File: config.mk
export PLATFORM = sky130hd
export DESIGN_NAME = sqrt_taylor_top
export DESIGN_NICKNAME = d
export VERILOG_FILES = /design/src/rtl/sqt_pkg.sv /design/src/rtl/sqt_segmenter.sv /design/src/rtl/sqt_lookup.sv /design/src/rtl/sqt_poly_pipe.sv /design/src/rtl/sqrt_taylor_top.sv
export SDC_FILE = /design/constraint.sdc
export NUM_CORES = 2
export LEC_CHECK = 0
export ABC_AREA = 1
export BUFFER_PORTS_ARGS = -buffer_cell sky130_fd_sc_hd__buf_2
export CELL_PAD_IN_SITES_DETAIL_PLACEMENT = 0
export CELL_PAD_IN_SITES_GLOBAL_PLACEMENT = 1
export CORE_ASPECT_RATIO = 1.4
export CORE_MARGIN = 2
export CORE_UTILIZATION = 49
export DETAILED_ROUTE_END_ITERATION = 6
export PLACE_DENSITY_LB_ADDON = 0.1
export SYNTH_ARGS = -nofsm -noshare
export SYNTH_HDL_FRONTEND = slang
export SYNTH_SLANG_ARGS = --single-unit
File: constraint.sdc
create_clock -name clk -period 8.8 [get_ports clk]
set_input_delay 0.88 -clock clk [delete_from_list [all_inputs] [get_ports clk]]
set_output_delay 0.88 -clock clk [all_outputs]
set_load 0.02 [all_outputs]
File: src/rtl/sqt_pkg.sv
package sqt_pkg;

    localparam int IN_W      = 16;
    localparam int FRAC      = 14;
    localparam int SEG_BITS  = 4;
    localparam int SEGS      = 1 << SEG_BITS;
    localparam int LOW_W     = FRAC - SEG_BITS;
    localparam int OFF_W     = LOW_W + 1;
    localparam int COEF_FRAC = 20;
    localparam int COEF_W    = 24;
    localparam int OUT_W     = 16;
    localparam int OUT_FRAC  = 15;
    localparam int SQ_W      = 2 * OFF_W;
    localparam int T1_W      = COEF_W + OFF_W;
    localparam int T2_W      = COEF_W + SQ_W;
    localparam int ACC_W     = 56;
    localparam int SHIFT     = COEF_FRAC + 2 * FRAC - OUT_FRAC;

    typedef logic [SEG_BITS-1:0]      seg_t;
    typedef logic signed [OFF_W-1:0]  off_t;
    typedef logic signed [COEF_W-1:0] coef_w_t;

    localparam logic [IN_W-1:0] ARG_ONE  = IN_W'(1) << FRAC;
    localparam logic [IN_W-1:0] ARG_TWO  = IN_W'(1) << (FRAC + 1);
    localparam off_t            OFF_HALF = off_t'(1) <<< (LOW_W - 1);

    typedef struct packed {
        coef_w_t c0;
        coef_w_t c1;
        coef_w_t c2;
    } coef_t;

    typedef struct packed {
        logic                    valid;
        coef_w_t                 c0;
        coef_w_t                 c2;
        logic signed [T1_W-1:0]  t1;
        logic signed [SQ_W-1:0]  dsq;
    } st2_t;

    typedef struct packed {
        logic                    valid;
        coef_w_t                 c0;
        logic signed [T1_W-1:0]  t1;
        logic signed [T2_W-1:0]  t2;
    } st3_t;

    // floor of the square root, bit-pair method
    function automatic longint int_sqrt(longint v);
        longint n;
        longint r;
        longint b;
        n = v;
        r = 0;
        b = longint'(1) << 62;
        for (int i = 0; i < 32; i++) begin
            if (n >= r + b) begin
                n = n - (r + b);
                r = (r >> 1) + b;
            end else begin
                r = r >> 1;
            end
            b = b >> 2;
        end
        return r;
    endfunction

    // coefficients of the expansion about the centre of segment k
    function automatic coef_t coef_for(int k);
        longint m;
        longint c0;
        longint c1;
        longint c2;
        longint den;
        coef_t  res;
        m   = (longint'(1) << FRAC) + (longint'(k) << LOW_W) + (longint'(1) << (LOW_W - 1));
        c0  = int_sqrt(m << (2 * COEF_FRAC - FRAC));
        c1  = ((longint'(1) << (2 * COEF_FRAC)) + c0) / (2 * c0);
        den = 8 * m * c0;
        c2  = -(((longint'(1) << (2 * COEF_FRAC + FRAC)) + den / 2) / den);
        res.c0 = COEF_W'(c0);
        res.c1 = COEF_W'(c1);
        res.c2 = COEF_W'(c2);
        return res;
    endfunction

endpackage

File: src/rtl/sqt_segmenter.sv
module sqt_segmenter
    import sqt_pkg::*;
(
    input  logic [IN_W-1:0] arg,
    output seg_t            seg,
    output off_t            off
);

    always_comb begin
        if (arg < ARG_ONE) begin
            seg = '0;
            off = -OFF_HALF;
        end else if (arg >= ARG_TWO) begin
            seg = '1;
            off = OFF_HALF - off_t'(1);
        end else begin
            seg = arg[FRAC-1 -: SEG_BITS];
            off = off_t'({1'b0, arg[LOW_W-1:0]}) - OFF_HALF;
        end
    end

endmodule

File: src/rtl/sqt_lookup.sv
module sqt_lookup
    import sqt_pkg::*;
(
    input  logic  clk,
    input  logic  rst,
    input  logic  in_valid,
    input  seg_t  seg_in,
    input  off_t  off_in,
    output logic  valid_q,
    output seg_t  seg_q,
    output off_t  off_q,
    output coef_t coef_q
);

    coef_t table_w [SEGS];

    for (genvar g = 0; g < SEGS; g++) begin : g_rom
        assign table_w[g] = coef_for(g);
    end

    always_ff @(posedge clk) begin
        if (rst) valid_q <= 1'b0;
        else     valid_q <= in_valid;
    end

    always_ff @(posedge clk) begin
        seg_q  <= seg_in;
        off_q  <= off_in;
        coef_q <= table_w[seg_in];
    end

endmodule

File: src/rtl/sqt_poly_pipe.sv
module sqt_poly_pipe
    import sqt_pkg::*;
(
    input  logic             clk,
    input  logic             rst,
    input  logic             in_valid,
    input  off_t             off,
    input  coef_t            coef,
    output logic             out_valid,
    output logic [OUT_W-1:0] root
);

    localparam logic signed [ACC_W-1:0] RND    = ACC_W'(1) <<< (SHIFT - 1);
    localparam logic signed [ACC_W-1:0] ACC_LO = ACC_W'((1 << OUT_FRAC) - 1) <<< SHIFT;
    localparam logic signed [ACC_W-1:0] ACC_HI = ACC_W'(3 << (OUT_FRAC - 1)) <<< SHIFT;

    st2_t s2;
    st3_t s3;
    logic signed [ACC_W-1:0] acc;

    always_comb begin
        acc = (ACC_W'(s3.c0) <<< (2 * FRAC))
            + (ACC_W'(s3.t1) <<< FRAC)
            + ACC_W'(s3.t2)
            + RND;
    end

    always_ff @(posedge clk) begin
        if (rst) begin
            s2        <= '0;
            s3        <= '0;
            out_valid <= 1'b0;
            root      <= '0;
        end else begin
            s2.valid  <= in_valid;
            s2.c0     <= coef.c0;
            s2.c2     <= coef.c2;
            s2.t1     <= T1_W'(coef.c1) * T1_W'(off);
            s2.dsq    <= SQ_W'(off) * SQ_W'(off);
            s3.valid  <= s2.valid;
            s3.c0     <= s2.c0;
            s3.t1     <= s2.t1;
            s3.t2     <= T2_W'(s2.c2) * T2_W'(s2.dsq);
            out_valid <= s3.valid;
            root      <= acc[SHIFT +: OUT_W];
        end
    end

    // the pre-rounding sum stays inside [1, 1.5) of the root scale
    assert_sum_window_R2: assert property (@(posedge clk) disable iff (rst)
        s3.valid |-> ((acc >= ACC_LO) && (acc < ACC_HI)));

    // the squared offset never goes negative
    assert_square_sign_R2: assert property (@(posedge clk) disable iff (rst)
        s2.valid |-> (s2.dsq >= 0));

endmodule

File: src/rtl/sqrt_taylor_top.sv
module sqrt_taylor_top
    import sqt_pkg::*;
(
    input  logic                     clk,
    input  logic                     rst,
    input  logic                     in_valid,
    input  logic [IN_W-1:0]          in_arg,
    output logic                     out_valid,
    output logic [OUT_W-1:0]         out_root,
    output logic                     lk_valid,
    output logic [SEG_BITS-1:0]      lk_seg,
    output logic signed [OFF_W-1:0]  lk_off,
    output logic signed [COEF_W-1:0] lk_c0,
    output logic signed [COEF_W-1:0] lk_c1,
    output logic signed [COEF_W-1:0] lk_c2
);

    seg_t  seg_c;
    off_t  off_c;
    seg_t  seg_q;
    off_t  off_q;
    coef_t coef_q;
    logic  valid_q;

    sqt_segmenter u_seg (
        .arg (in_arg),
        .seg (seg_c),
        .off (off_c)
    );

    sqt_lookup u_lookup (
        .clk      (clk),
        .rst      (rst),
        .in_valid (in_valid),
        .seg_in   (seg_c),
        .off_in   (off_c),
        .valid_q  (valid_q),
        .seg_q    (seg_q),
        .off_q    (off_q),
        .coef_q   (coef_q)
    );

    sqt_poly_pipe u_poly (
        .clk       (clk),
        .rst       (rst),
        .in_valid  (valid_q),
        .off       (off_q),
        .coef      (coef_q),
        .out_valid (out_valid),
        .root      (out_root)
    );

    assign lk_valid = valid_q;
    assign lk_seg   = seg_q;
    assign lk_off   = off_q;
    assign lk_c0    = coef_q.c0;
    assign lk_c1    = coef_q.c1;
    assign lk_c2    = coef_q.c2;

    // acceptance history, used by the latency property only
    logic [3:0] vhist;
    always_ff @(posedge clk) begin
        if (rst) vhist <= '0;
        else     vhist <= {vhist[2:0], in_valid};
    end

    logic in_rng;
    assign in_rng = (in_arg >= ARG_ONE) && (in_arg < ARG_TWO);

    assert_latency_R1: assert property (@(posedge clk) disable iff (rst)
        out_valid == vhist[3]);

    assert_seg_from_arg_R3: assert property (@(posedge clk) disable iff (rst)
        (in_valid && in_rng) |=> (lk_valid && lk_seg == $past(in_arg[FRAC-1 -: SEG_BITS])));

    assert_offset_span_R4: assert property (@(posedge clk) disable iff (rst)
        lk_valid |-> ((lk_off >= -OFF_HALF) && (lk_off < OFF_HALF)));

    assert_clamp_low_R5: assert property (@(posedge clk) disable iff (rst)
        (in_valid && in_arg < ARG_ONE) |=> (lk_seg == '0 && lk_off == -OFF_HALF));

    assert_clamp_high_R5: assert property (@(posedge clk) disable iff (rst)
        (in_valid && in_arg >= ARG_TWO) |=> (lk_seg == '1 && lk_off == OFF_HALF - off_t'(1)));

    assert_root_span_R2: assert property (@(posedge clk) disable iff (rst)
        out_valid |-> ((out_root >= OUT_W'((1 << OUT_FRAC) - 1)) && (out_root <= OUT_W'(46342))));

endmodule

# Word-level counts from Yosys, hierarchy flattened
# Memory sizes are Yosys's and may differ from the RTL's. A register that Yosys moved wholly into a read port is not among the register bits.
# Index checks and enable logic that the tools add are counted.
[word_totals]
romBits = 1152
wordCells = 28
mem_count = 1
register_bits = 239
out_inout_bits = 105
[classes]
mul = 3
bitwise = 1
add_sub_neg = 4
n_lt_le_gt_ge = 2
muxes = 3
[memory_table]
columns = ["name", "words", "width", "rd", "rd_ports_with_merged_regs", "write_ports", "line", "source"]
rows = [
  ["(no name shown)", 16, 72, 1, 1, 0, "sqt_lookup.sv:29", "coef_q <= table_w[seg_in];"],
]
[op_table]
columns = ["op", "count"]
rows = [
  ["$add A49 B34 Y49 const B", 1],
  ["$add A49 B46 Y49", 1],
  ["$add A49 B49 Y49", 1],
  ["$mul A24 B22 Y46", 1],
  ["$mul A24 B11 Y35", 1],
  ["$mul A11 B11 Y22", 1],
  ["$ge A16 B16 Y1 const B", 1],
  ["$lt A16 B15 Y1 const B", 1],
  ["$mux W11", 1],
  ["$sub A10 B10 Y11 const B", 1],
  ["$mux W4", 2],
  ["$not A4 Y5", 1],
]

# Depth between registers and ports, before layout
[logic_depth]
word_depth = 4
depth_mapped = 31
mapped_depth_nobuf = 29

# Modules after synthesis
# A second synthesis with hierarchy kept.
[hier_totals]
hier_cells = 5801
hier_area_um2 = 45064.5
[by_module_without_submodules]
columns = ["module", "n_inst", "cells_per_inst", "area_per_inst_um2", "seq_area_each_um2"]
rows = [
  ["sqt_poly_pipe", 1, 5440, 42330.6, 4164.0],
  ["sqt_lookup", 1, 330, 2601.2, 1381.3],
  ["sqt_segmenter", 1, 31, 132.6, 0.0],
]

# Worst setup path after synthesis
# No wires, ideal clock.
[synth_timing]
path_kind = "reg2reg"
start = "register u_poly.s2[79] in the netlist's numbering"
end = "register u_poly.s3[40] in the netlist's numbering"
path_slack_ns = 2.476
required_time_ns = 8.687
path_stages_with_launch = 26
setup_time_ns = 0.113
arrival_ns = 6.211
cell_sequence = "dfxtp_1 > clkbuf_1 > nand2_1 > inv_1 > fa_1 > fa_1 > fa_1 > inv_1 > fa_1 > inv_1 > fa_1 > inv_1 > fa_1 > fa_1 > inv_1 > ha_1 > buf_2 > nand2_1 > nor2_1 > inv_1 > nor3_2 > nand3_1 > nand3_1 > nand2_1 > nand2_1 > nor2_1"
[synth_between]
elab_chain_len = 1
[synth_lines]
columns = ["element", "line", "source"]
rows = [
  ["start: declaration", "sqt_poly_pipe.sv:17", "st2_t s2;"],
  ["$mul A24 B22 Y46", "sqt_poly_pipe.sv:43", "s3.t2 <= T2_W'(s2.c2) * T2_W'(s2.dsq);"],
  ["end: declaration", "sqt_poly_pipe.sv:18", "st3_t s3;"],
]
# No other way between the ends.
# A chain may end at the register's enable or synchronous reset.

# Worst setup path after layout
[layout_timing]
start = "register u_poly.s2[79] in the netlist's numbering"
end = "register u_poly.s3[38] in the netlist's numbering"
# The elaborated chain is that of the path after synthesis.

==> metrics <==
status finished clean; Final Hold Viols 0; async set or reset register ratio after synthesis 0; skew final 15.2 ps; Max-Cap Viols 0; first-pass GRT wire length 185 mm; Synth Flop Type dfxtp_1; Compound-Gate Fraction of Synth Area 0.0647; Worst Max-Slew Pin Slew 1160 ps; Synth Area in XOR/XNOR 0.00362; Hold WC Path Type flip-flop to flip-flop; Final Critical Period 7370 ps; WL met3 3.89 mm; Synth Area in Simple Gates 0.165; I/O pins 124; IO Port Bufs 105; DR vias 30100; Setup Fix Bufs, Post-CTS 0; # fillers 7929; Clock Root Buffer clkbuf_16; share of layout cells above drive strength 1 0.0493; commonest non-fill, non-tap cell in the layout inv_1; initial antenna violation count 1; Global Route Usage Sum 0.296; grt total ovfl 0; drt pass-1 iters 5; post-synthesis cell count 4967; clock latency on the worst-skew pair 610 ps; vias in the first global route 33000; synthesized area per cell 7.80 um^2; Core ar. 0.0788 mm^2; synth-to-layout area growth 6.03%; largest net degree at the start of global routing 74; number of diodes 0; wire per inst 19.1 um; max layer used met4; WL final 115 mm; R2R Path Start u_poly.s2[79]; Die Area 0.0814 mm^2; Tcrit/Tclk final 0.837; startpoint types flip-flop; CTS buffer count 29; synthesized area 0.0388 mm^2; Sink Count 266; mux contribution to synthesized area 0; Crit Path Max Fanout 22; most frequent cells in the layout inv_1 (1381), nand2_1 (1009), fa_1 (690); FF+latch count, synth 266; RSZ-0062 raised after global routing false; Max clock buf depth 3; adder-cell share of the synthesized area 0.474; largest family of logic cells by synthesized area adder cells; Netlist cell types 53; H-Tree Depth 1; width of the die 242 um; Crit. End Element flip-flop; initial DRC count 1429; CTS tree built; # hold bufs at CTS 0; metal2 WL 63.0 mm; CP required 9320 ps; initial core utilization 0.492; routability cong. 0.958; Die H 337 um; Worst setup startpoint u_poly.s2[79]; YS warnings 0; FMAX 136 MHz; Setup Crit Path Kind flip-flop to flip-flop; Max Slew Vio Count 0; Clock transition at path regs 80 ps; final layout net count 6039; Slew HR 0.227; worst min-delay path startpoint u_poly.s2[89]; Row Count 122; CTS-repair resized insts 0; ANT nets after route 0; register area share after synthesis 0.137; Arr. time, crit path 7890 ps; DRC violation count after routing 0; Final Setup Violations 0; Final HPWL DP 96.1 mm; Post-synth EDFFs 0; metal1 wirelength 42.4 mm; Sum Neg Setup Slack 0 ps; drt via density 4.98
## through the flow
stage	setup WS [ps]	utilization	area [um^2]	cells	hold WS, ps
after floorplan	2480	-	38800	4983	388
after global placement	1640	0.509	40100	5988	390
after detailed placement	1520	0.509	40100	5988	392
after CTS	1470	0.522	41100	6040	395
after global routing	977	0.522	41100	6040	408
final	1430	0.522	41100	6040	391
## worst paths after layout
kind / cells after the start / endpoint / slack (ps)
hold reg to reg: 2 / u_poly.s3[89] / 390
setup reg to reg: 20 / u_poly.s3[38] / 1430
hold / removal: 2 / u_poly.s3[89] / 390
setup / recovery: 20 / u_poly.s3[38] / 1430
## synthesized netlist by cell type (3+ instances only)
cell type,number,share of area
ha_1,365,0.12
xor2_1,6,0.0014
nand3_1,86,0.011
a31oi_1,11,0.0018
o211ai_1,4,0.00077
a21o_1,20,0.0039
nand2_2,12,0.0019
clkbuf_1,146,0.014
o31ai_1,3,0.00058
o21ai_2,3,0.00068
o21ai_0,120,0.015
a21oi_1,208,0.027
o21bai_1,21,0.0041
nand2_1,1009,0.098
inv_2,9,0.00087
o21a_1,12,0.0023
buf_4,22,0.0043
o22ai_1,3,0.00048
xnor2_1,10,0.0023
a22oi_1,7,0.0014
dfxtp_1,266,0.14
nand3_2,3,0.00077
nor3_2,3,0.00077
or2_2,18,0.0029
a21boi_0,5,0.00097
nand4_1,15,0.0024
o21ai_1,13,0.0017
nor2_1,427,0.041
nand2_4,3,0.00087
fa_1,690,0.36
nor3_1,18,0.0023
buf_2,7,0.00090
and2_1,6,0.00097
buf_1,9,0.00087
inv_1,1381,0.13
o21ai_4,3,0.0013
## layout make-up
type,instances,area (um^2),share of cell area
Timing Repair Buffer,136,761,0.0185
Clock inverter,17,221,0.00539
Sequential cell,266,5330,0.130
Tap cell,1054,1320,0.0321
Clock buffer,35,768,0.0187
Multi-Input combinational cell,3140,27500,0.669
Inverter,1392,5230,0.127
## critical path: stages (launching register included)
cell and delay (ps):
dfxtp_1 830, nand2_1 220, inv_1 180, fa_1 560, fa_1 590, fa_1 910
fa_1 550, fa_1 560, inv_1 50, fa_1 440, fa_1 490, inv_1 40
ha_1 390, nand2_1 130, nor2_1 270, inv_1 110, nor3_2 330, nand4_1 160
nand3_1 190, nor2_1 60, nor2_1 180
## metal layers
layer | vias to the layer above | global-route usage
met5 | - | 0
met4 | 0 | 0.138
met3 | 251 | 0.0236
met2 | 663 | 0.583
met1 | 14800 | 0.320
li1 | 14400 | -
## flip-flops by register name, summed over array words and instances, names as in the netlist
signal	count
u_lookup.seg_q	4
u_poly.root	16
u_lookup.off_q	10
u_lookup.valid_q	1
u_poly.s2	93
u_poly.s3	88
u_lookup.coef_q	53
u_poly.out_valid	1
## cell families (layout without fill, tap and decap cells)
logic type | after synthesis | in the layout
other | 2 | 18
buffers and inverters | 1577 | 1580
AOI/OAI and AO/OA | 443 | 443
xor gates and xnor gates | 16 | 16
and+or+nand+nor | 1608 | 1608
adders and majority gates | 1055 | 1055
DFF | 266 | 266
Power is left out: the tool's default activity adds up to more than one toggle a clock period on the data nets, which glitch-free logic cannot reach.
